==> config.mk <==
export PLATFORM = sky130hd
export DESIGN_NAME = logic_capture_engine
export DESIGN_NICKNAME = d
export VERILOG_FILES = /design/src/rtl/lce_pkg.sv /design/src/rtl/lce_trig_detect.sv /design/src/rtl/lce_chan_pair.sv /design/src/rtl/lce_ctrl.sv /design/src/rtl/logic_capture_engine.sv
export SDC_FILE = /design/constraint.sdc
export NUM_CORES = 1
export LEC_CHECK = 0
export BUFFER_PORTS_ARGS = -buffer_cell sky130_fd_sc_hd__buf_2
export CORE_ASPECT_RATIO = 0.8
export CORE_MARGIN = 2
export CORE_UTILIZATION = 55
export CTS_CLUSTER_SIZE = 16
export DETAILED_ROUTE_END_ITERATION = 8
export PLACE_DENSITY = 0.77
export SLEW_MARGIN = 10
export SYNTH_ARGS = -nofsm -noshare
export SYNTH_HDL_FRONTEND = slang
export SYNTH_SLANG_ARGS = --single-unit
export TNS_END_PERCENT = 100
==> constraint.sdc <==
create_clock -name clk -period 3 [get_ports clk]
set_clock_uncertainty 0.15 [all_clocks]
set_input_delay 0.6 -clock clk [delete_from_list [all_inputs] [get_ports clk]]
set_output_delay 0.6 -clock clk [all_outputs]
set_load 0.005 [all_outputs]
==> src/rtl/lce_pkg.sv <==
package lce_pkg;

    typedef enum logic [1:0] {
        ST_COLLECT = 2'd0,
        ST_POST    = 2'd1,
        ST_DONE    = 2'd2
    } cap_state_e;

endpackage

==> src/rtl/lce_trig_detect.sv <==
module lce_trig_detect (
    input  logic clk,
    input  logic rst_n,
    input  logic trig_in,
    input  logic trig_fall,
    output logic edge_hit
);

    typedef struct packed {
        logic s1;
        logic s2;
        logic prev;
    } sync_t;

    sync_t r_d, r_q;

    always_comb begin
        r_d      = r_q;
        r_d.s1   = trig_in;
        r_d.s2   = r_q.s1;
        r_d.prev = r_q.s2;
    end

    always_ff @(posedge clk or negedge rst_n) begin
        if (!rst_n) r_q <= '0;
        else        r_q <= r_d;
    end

    // Slope compare between the settled sample and the one before it
    assign edge_hit = trig_fall ? (r_q.prev & ~r_q.s2) : (r_q.s2 & ~r_q.prev);

endmodule

==> src/rtl/lce_chan_pair.sv <==
module lce_chan_pair #(
    parameter int DEPTH = 16
) (
    input  logic             clk,
    input  logic             rst_n,
    input  logic             bit_in,
    input  logic             shift_en,
    input  logic             load_en,
    output logic [DEPTH-1:0] disp_out
);

    typedef struct packed {
        logic [DEPTH-1:0] coll;
        logic [DEPTH-1:0] disp;
    } pair_t;

    pair_t r_d, r_q;

    always_comb begin
        r_d = r_q;
        if (shift_en) begin
            r_d.coll = {r_q.coll[DEPTH-2:0], bit_in};
        end
        if (load_en) begin
            r_d.disp = r_q.coll;
        end
    end

    always_ff @(posedge clk or negedge rst_n) begin
        if (!rst_n) r_q <= '0;
        else        r_q <= r_d;
    end

    assign disp_out = r_q.disp;

endmodule

==> src/rtl/lce_ctrl.sv <==
module lce_ctrl
    import lce_pkg::*;
#(
    parameter int DEPTH = 16,
    parameter int DLY_W = 5,
    parameter int IDX_W = 4
) (
    input  logic             clk,
    input  logic             rst_n,
    input  logic             samp_en,
    input  logic             edge_hit,
    input  logic             arm_clr,
    input  logic [DLY_W-1:0] post_dly,
    output logic             shift_en,
    output logic             load_en,
    output logic             done_pulse,
    output logic             done_flag,
    output logic [IDX_W-1:0] trig_pos
);

    localparam logic [DLY_W-1:0] MAX_DLY = DLY_W'(DEPTH - 1);
    localparam logic [IDX_W-1:0] MAX_IDX = IDX_W'(DEPTH - 1);

    typedef struct packed {
        cap_state_e       state;
        logic [IDX_W-1:0] cnt;
        logic [IDX_W-1:0] pos;
        logic             pulse;
        logic             flag;
    } ctrl_t;

    ctrl_t r_d, r_q;
    logic [IDX_W-1:0] dly_eff;

    always_comb begin
        dly_eff = (post_dly > MAX_DLY) ? MAX_IDX : post_dly[IDX_W-1:0];
    end

    always_comb begin
        r_d      = r_q;
        r_d.pulse = 1'b0;
        shift_en = 1'b0;
        load_en  = 1'b0;
        if (arm_clr) begin
            r_d.state = ST_COLLECT;
            r_d.flag  = 1'b0;
        end else begin
            unique case (r_q.state)
                ST_COLLECT: begin
                    shift_en = samp_en;
                    if (edge_hit) begin
                        r_d.state = ST_POST;
                        r_d.cnt   = dly_eff;
                        r_d.pos   = dly_eff;
                    end
                end
                ST_POST: begin
                    if (r_q.cnt == '0) begin
                        load_en   = 1'b1;
                        r_d.state = ST_DONE;
                        r_d.pulse = 1'b1;
                        r_d.flag  = 1'b1;
                    end else if (samp_en) begin
                        shift_en = 1'b1;
                        r_d.cnt  = r_q.cnt - IDX_W'(1);
                    end
                end
                default: begin
                    r_d.state = ST_DONE;
                end
            endcase
        end
    end

    always_ff @(posedge clk or negedge rst_n) begin
        if (!rst_n) begin
            r_q.state <= ST_COLLECT;
            r_q.cnt   <= '0;
            r_q.pos   <= '0;
            r_q.pulse <= 1'b0;
            r_q.flag  <= 1'b0;
        end else begin
            r_q <= r_d;
        end
    end

    assign done_pulse = r_q.pulse;
    assign done_flag  = r_q.flag;
    assign trig_pos   = r_q.pos;

endmodule

==> src/rtl/logic_capture_engine.sv <==
module logic_capture_engine #(
    parameter int NUM_CH = 20,
    parameter int DEPTH  = 16,
    parameter int IDX_W  = $clog2(DEPTH),
    parameter int DLY_W  = IDX_W + 1
) (
    input  logic                    clk,
    input  logic                    rst_n,
    input  logic                    samp_en,
    input  logic [NUM_CH-1:0]       ch_in,
    input  logic                    trig_in,
    input  logic                    trig_fall,
    input  logic [DLY_W-1:0]        post_dly,
    input  logic                    arm_clr,
    output logic                    done_pulse,
    output logic                    done_flag,
    output logic [NUM_CH*DEPTH-1:0] view_data,
    output logic [IDX_W-1:0]        trig_pos
);

    logic edge_hit;
    logic shift_en;
    logic load_en;

    lce_trig_detect u_trig (
        .clk       (clk),
        .rst_n     (rst_n),
        .trig_in   (trig_in),
        .trig_fall (trig_fall),
        .edge_hit  (edge_hit)
    );

    lce_ctrl #(
        .DEPTH (DEPTH),
        .DLY_W (DLY_W),
        .IDX_W (IDX_W)
    ) u_ctrl (
        .clk        (clk),
        .rst_n      (rst_n),
        .samp_en    (samp_en),
        .edge_hit   (edge_hit),
        .arm_clr    (arm_clr),
        .post_dly   (post_dly),
        .shift_en   (shift_en),
        .load_en    (load_en),
        .done_pulse (done_pulse),
        .done_flag  (done_flag),
        .trig_pos   (trig_pos)
    );

    for (genvar c = 0; c < NUM_CH; c++) begin : g_chan
        lce_chan_pair #(
            .DEPTH (DEPTH)
        ) u_pair (
            .clk      (clk),
            .rst_n    (rst_n),
            .bit_in   (ch_in[c]),
            .shift_en (shift_en),
            .load_en  (load_en),
            .disp_out (view_data[c*DEPTH +: DEPTH])
        );
    end

endmodule

* Word level (Yosys, flattened, before mapping) *
Index checks and enable logic that the tools add are counted.

cells by class
  add/subtract/negate cells = 1
  $lt $le $gt $ge = 1
  eq/ne operators = 6
  mux-type cells = 20
  bitwise operators = 5
  reductions and logical operators = 9

operators with widths
  kind                                                 count
  2-to-1 mux 4 bit                                     3
  2-to-1 mux 10 bit                                    1
  2-to-1 mux 1 bit                                     9
  2-to-1 mux 2 bit                                     4
  one-hot mux 4 bit (2 select lines)                   1
  != test 2 bit (second input constant)                3
  nonzero test 2 bit                                   3
  > comparator 5 x 4 -> 1 bit (second input constant)  1
  AND reduction 5 bit                                  1
  zero test 4 bit                                      1
  one-hot mux 2 bit (2 select lines)                   1
  AND reduction 2 bit                                  2
  subtractor 4 x 1 -> 4 bit (second input constant)    1
  != test 3 x 2 -> 1 bit (second input constant)       1
  != test 3 bit (second input constant)                1
  inverter 1 bit                                       3
  AND reduction 3 bit                                  1
  AND 1 bit                                            2
  == test 2 x 1 -> 1 bit (second input constant)       1
  zero test 2 bit                                      1
  one-hot mux 1 bit (2 select lines)                   1

storage, ports and cells
  register bits = 655
  bits of input ports = 31
  output and inout bits = 326

* Depth between registers and ports, before layout *
  word-level depth = 6
  mapped depth = 10
  mapped depth without buffers = 7

* Modules after synthesis *
From an unflattened synthesis, not the netlist that was laid out.

second synthesis, totals
  cells, all modules = 1751
  area, all modules = 29136.7 µm²

by module, submodules not included
  module           times used  cells an instance  area each (µm²)  seq. area each (µm²)
  lce_chan_pair    20          84                 1418.9           800.8
  lce_ctrl         1           65                 661.9            300.3
  lce_trig_detect  1           6                  97.6             75.1

* Worst setup path before layout *
No wires, ideal clock.

  kind = register -> register
  from = reg u_ctrl.r_q[6] (netlist name)
  to = reg g_chan[3].u_pair.r_q[17] (netlist name)
  setup time = 0.125 ns
  arrival time = 1.881 ns
  data required time = 2.725 ns
  slack = 0.845 ns
  cell stages (with the launch flop) = 9
  buffers on the path = 2
  clock period less this slack = 2.155 ns
  cell sequence = dfrtp_1 inv_1 ha_1 nor3b_1 a21oi_1 nand2_1 clkbuf_1 buf_2 mux2_2

on the way
  cells in the longest elaborated chain, start to end = 4

RTL lines
  element                             line                 text
  start: declaration                  lce_ctrl.sv:32       ctrl_t r_d, r_q;
  start signal: assignment            lce_ctrl.sv:83       r_q <= r_d;
  zero test 4 bit                     lce_ctrl.sv:58       if (r_q.cnt == '0) begin
  2-to-1 mux 1 bit                    lce_ctrl.sv:58
  one-hot mux 1 bit (2 select lines)  lce_ctrl.sv:48       unique case (r_q.state)
  2-to-1 mux 1 bit                    lce_ctrl.sv:44       if (arm_clr) begin
  end signal: assignment              lce_chan_pair.sv:31  else r_q <= r_d;
  end: declaration                    lce_chan_pair.sv:17  pair_t r_d, r_q;

Every way passes these cells.
A chain may end at the register's enable or synchronous reset.

* Worst setup path in the final report *
  from = reg u_ctrl.r_q[6] (netlist name)
  to = reg g_chan[3].u_pair.r_q[30] (netlist name)

The elaborated chain is that of the path after synthesis.

==> impl_metrics.json <==
{
  "status": "finished, final reports clean",
  "leakage_nw": 16.0,
  "ys_types": 32,
  "port_buffers": 356,
  "place_inst": 3019,
  "cts.path.max_buffers": 3,
  "grt_pass1_vias": 16600,
  "drc": 0,
  "htreeDepth": 2,
  "hold_path.class": "input port to flip-flop",
  "numCtsBuffers": 59,
  "critPathKind": "flip-flop to flip-flop",
  "fp.dieW_um": 252,
  "path_cells": "inv_1, ha_1, nor3b_1, a21oi_1, nand2_4, buf_12, mux2_2",
  "worst_slew_pin_slew_ns": 1.02,
  "grt_use_total_pct": 20.9,
  "hold_violations": 0,
  "synth.net_count": 2458,
  "max_stage_delay_ns": 0.48,
  "grt_first_pass_wirelength_mm": 86.8,
  "coreArea_mm2": 0.0485,
  "antenna_cells": 0,
  "critPathLaunchType": "flip-flop",
  "ir_drop_mv": 0.589,
  "ys_seq_area_share_pct": 60.5,
  "crit_path_top_delay_cell": "buf_12",
  "dp_hpwl_mm": 34.1,
  "ys_warn_count": 0,
  "finalNonFillerCells": 3130,
  "slew_violations": 0,
  "critPathCaptureType": "flip-flop",
  "relSlewSlack_pct": 31.8,
  "setup_viol_count_final": 0,
  "viasPerCell": 5.15,
  "endpoint": "g_chan[3].u_pair.r_q[30]$_DFFE_PN0P_",
  "cts_resized": 0,
  "cp_num_buf_inv": 2,
  "overflow": 0,
  "cp.arrival_ns": 3.18,
  "clk_pin_slew_ns": 0.07,
  "die_y_um": 203,
  "fin_tns_setup_ns": 0,
  "power_density_mw_per_mm2": 964,
  "post-route-min-period_ns": 2.85,
  "timing.final.crit_share_pct": 95.0,
  "dieArea_mm2": 0.0511,
  "synth-edff-count": 0,
  "crit_fanout": 158,
  "rows": 72,
  "area_delta_synth_final_pct": 7.58,
  "wire_per_inst_um": 16.9,
  "antenna_left": 0,
  "syn_area_per_cell_um2": 11.2,
  "r2r-end": "g_chan[3].u_pair.r_q[30]$_DFFE_PN0P_",
  "antenna_found_initial": 1,
  "synth.most_common_cell": "nand2_1",
  "cp.required_ns": 3.33,
  "ys_top_cells_by_count": "966 x nand2_1, 655 x dfrtp_1, 324 x buf_4, 214 x mux2_2, 107 x mux2_1",
  "final_net_count": 2485,
  "cts_tree": "built",
  "drt_wl_total_mm": 52.9,
  "r2r-start": "u_ctrl.r_q[6]$_DFFE_PN0P_",
  "hp-start": "ch_in[14]",
  "vias": 16100,
  "ys_ff_latch": 655,
  "ys_top_cells_by_area": "dfrtp_1 60%, nand2_1 13%, buf_4 9.0%, mux2_2 8.9%, mux2_1 4.4%",
  "clk_latency_ns": 0.60,
  "synth.largest_area_cell": "dfrtp_1",
  "pin_count": 357,
  "ctsRootBufferMaster": "clkbuf_16",
  "initial_utilization_pct": 55.9,
  "rsz0062_at_grt": "no",
  "critPathLaunch": "u_ctrl.r_q[6]$_DFFE_PN0P_",
  "gp_congestion": 0.845,
  "path_depth": 7,
  "first_pass_iters": 5,
  "cap_viol_max_count": 0,
  "nFillCells": 3791,
  "fmax_mhz": 351,
  "synth_top_area_share_pct": 60.5,
  "synth_ff_type": "dfrtp_1",
  "syn_inst": 2426,
  "rrSetupSlack_ns": 0.15,
  "syn_area_mm2": 0.0271,
  "ys_async_sr_fraction_pct": 100,
  "grt_max_degree": 171,
  "drive_above_1_share_pct": 28.4,
  "drtIter0Drc": 1112,
  "reg2reg_depth": 7,
  "cts.sinks": 655,
  "path_delay_family": "buffers and inverters"
}
[layout make-up]
class                      instances  area (µm²)  area share, %
tap                              629         787           2.70
multi-input combinational       1335        7540           25.9
inverter                           5        31.3          0.107
timing repair buffer             397        2380           8.16
clock inverter                    22         258          0.884
clock buffer                      87        1760           6.04
sequential                       655       16400           56.2
[worst min path at each step]
stage                                                          end  slack [ns]  cells past startpoint
final                        g_chan[14].u_pair.r_q[16]$_DFFE_PN0P_        0.06                      2
after global routing         g_chan[18].u_pair.r_q[16]$_DFFE_PN0P_        0.03                      2
after CTS                    g_chan[14].u_pair.r_q[16]$_DFFE_PN0P_        0.02                      2
after detailed placement                   u_trig.r_d[0]$_DFF_PN0_        0.20                      0
after global placement                     u_trig.r_d[0]$_DFF_PN0_        0.19                      0
after floorplan           g_chan[0].u_pair.disp_out[0]$_DFFE_PN0P_        0.15                      0
[where the power goes]
| group | switching [mW] | internal [mW] |
|---|---|---|
| Combinational | 2.67 | 3.09 |
| Clock | 3.26 | 4.49 |
| Sequential | 2.41 | 12.2 |
| Total | 8.34 | 19.8 |
[stage by stage]
step	total power [mW]	utilization (%)	hold WS [ns]	setup slack, ns	cell area (µm²)
finish	28.1	60.2	0.0585	0.150	29200
global route	29.8	60.2	0.0258	0.0338	29200
CTS	28.4	60.2	0.0202	0.249	29200
detailed placement	20.5	55.9	0.203	0.259	27100
global placement	20.0	55.9	0.189	0.347	27100
floorplan	19.2	-	0.154	0.845	27100
[cell families after synthesis]
group / Yosys count / synth area share [%]
muxes: 321 / 13.3
AOI/OAI and AO/OA: 25 / 0.573
adders and majority gates: 1 / 0.0462
buffers and inverters: 436 / 11.7
and+or+nand+nor: 988 / 13.8
DFF: 655 / 60.5
[per-layer routing]
metal	GRT usage [%]	vias up	share of wire [%]
li1	-	7433	-
met1	29.1	8201	44
met2	34.3	387	49
met3	3.72	90	5.1
met4	5.49	2	2.1
met5	0	-	0.025
[placed cells by master (no fill, tap or decap), types with 2 or more instances in the layout]
cell,n
nand2_1,965
dfrtp_1,655
buf_2,355
mux2_2,214
mux2_1,107
clkbuf_16,59
buf_12,22
clkbuf_8,18
buf_4,17
o21ai_0,11
clkbuf_1,10
clkinv_2,10
nor2_1,8
bufinv_16,5
inv_1,4
a21oi_1,4
nand2b_1,3
nor3_1,3
clkinv_4,3
clkinvlp_4,3
o32a_1,2
o22ai_1,2
dlygate4sd3_1,2
[worst register-to-register path, cell delays in order, from the launching register on]
cell	delay, ns
dfrtp_1	0.42
inv_1	0.10
ha_1	0.20
nor3b_1	0.29
a21oi_1	0.19
nand2_4	0.18
buf_12	0.48
mux2_2	0.74
[sequential cells by signal (all words and copies together) (netlist names)]
| register | cells |
|---|---|
| g_chan.u_pair.r_q | 320 |
| u_trig.r_q | 1 |
| u_ctrl.done_flag | 1 |
| u_ctrl.done_pulse | 1 |
| u_ctrl.trig_pos | 4 |
| u_ctrl.r_q | 6 |
| u_trig.r_d | 2 |
| g_chan.u_pair.disp_out | 320 |
[what timing repair did]
action                    4_1_cts  5_1_grt
hold endpoints to repair       57        0
hold buffers                    2        0
buffers inserted                0        0
(Power assumes the default switching activity.)
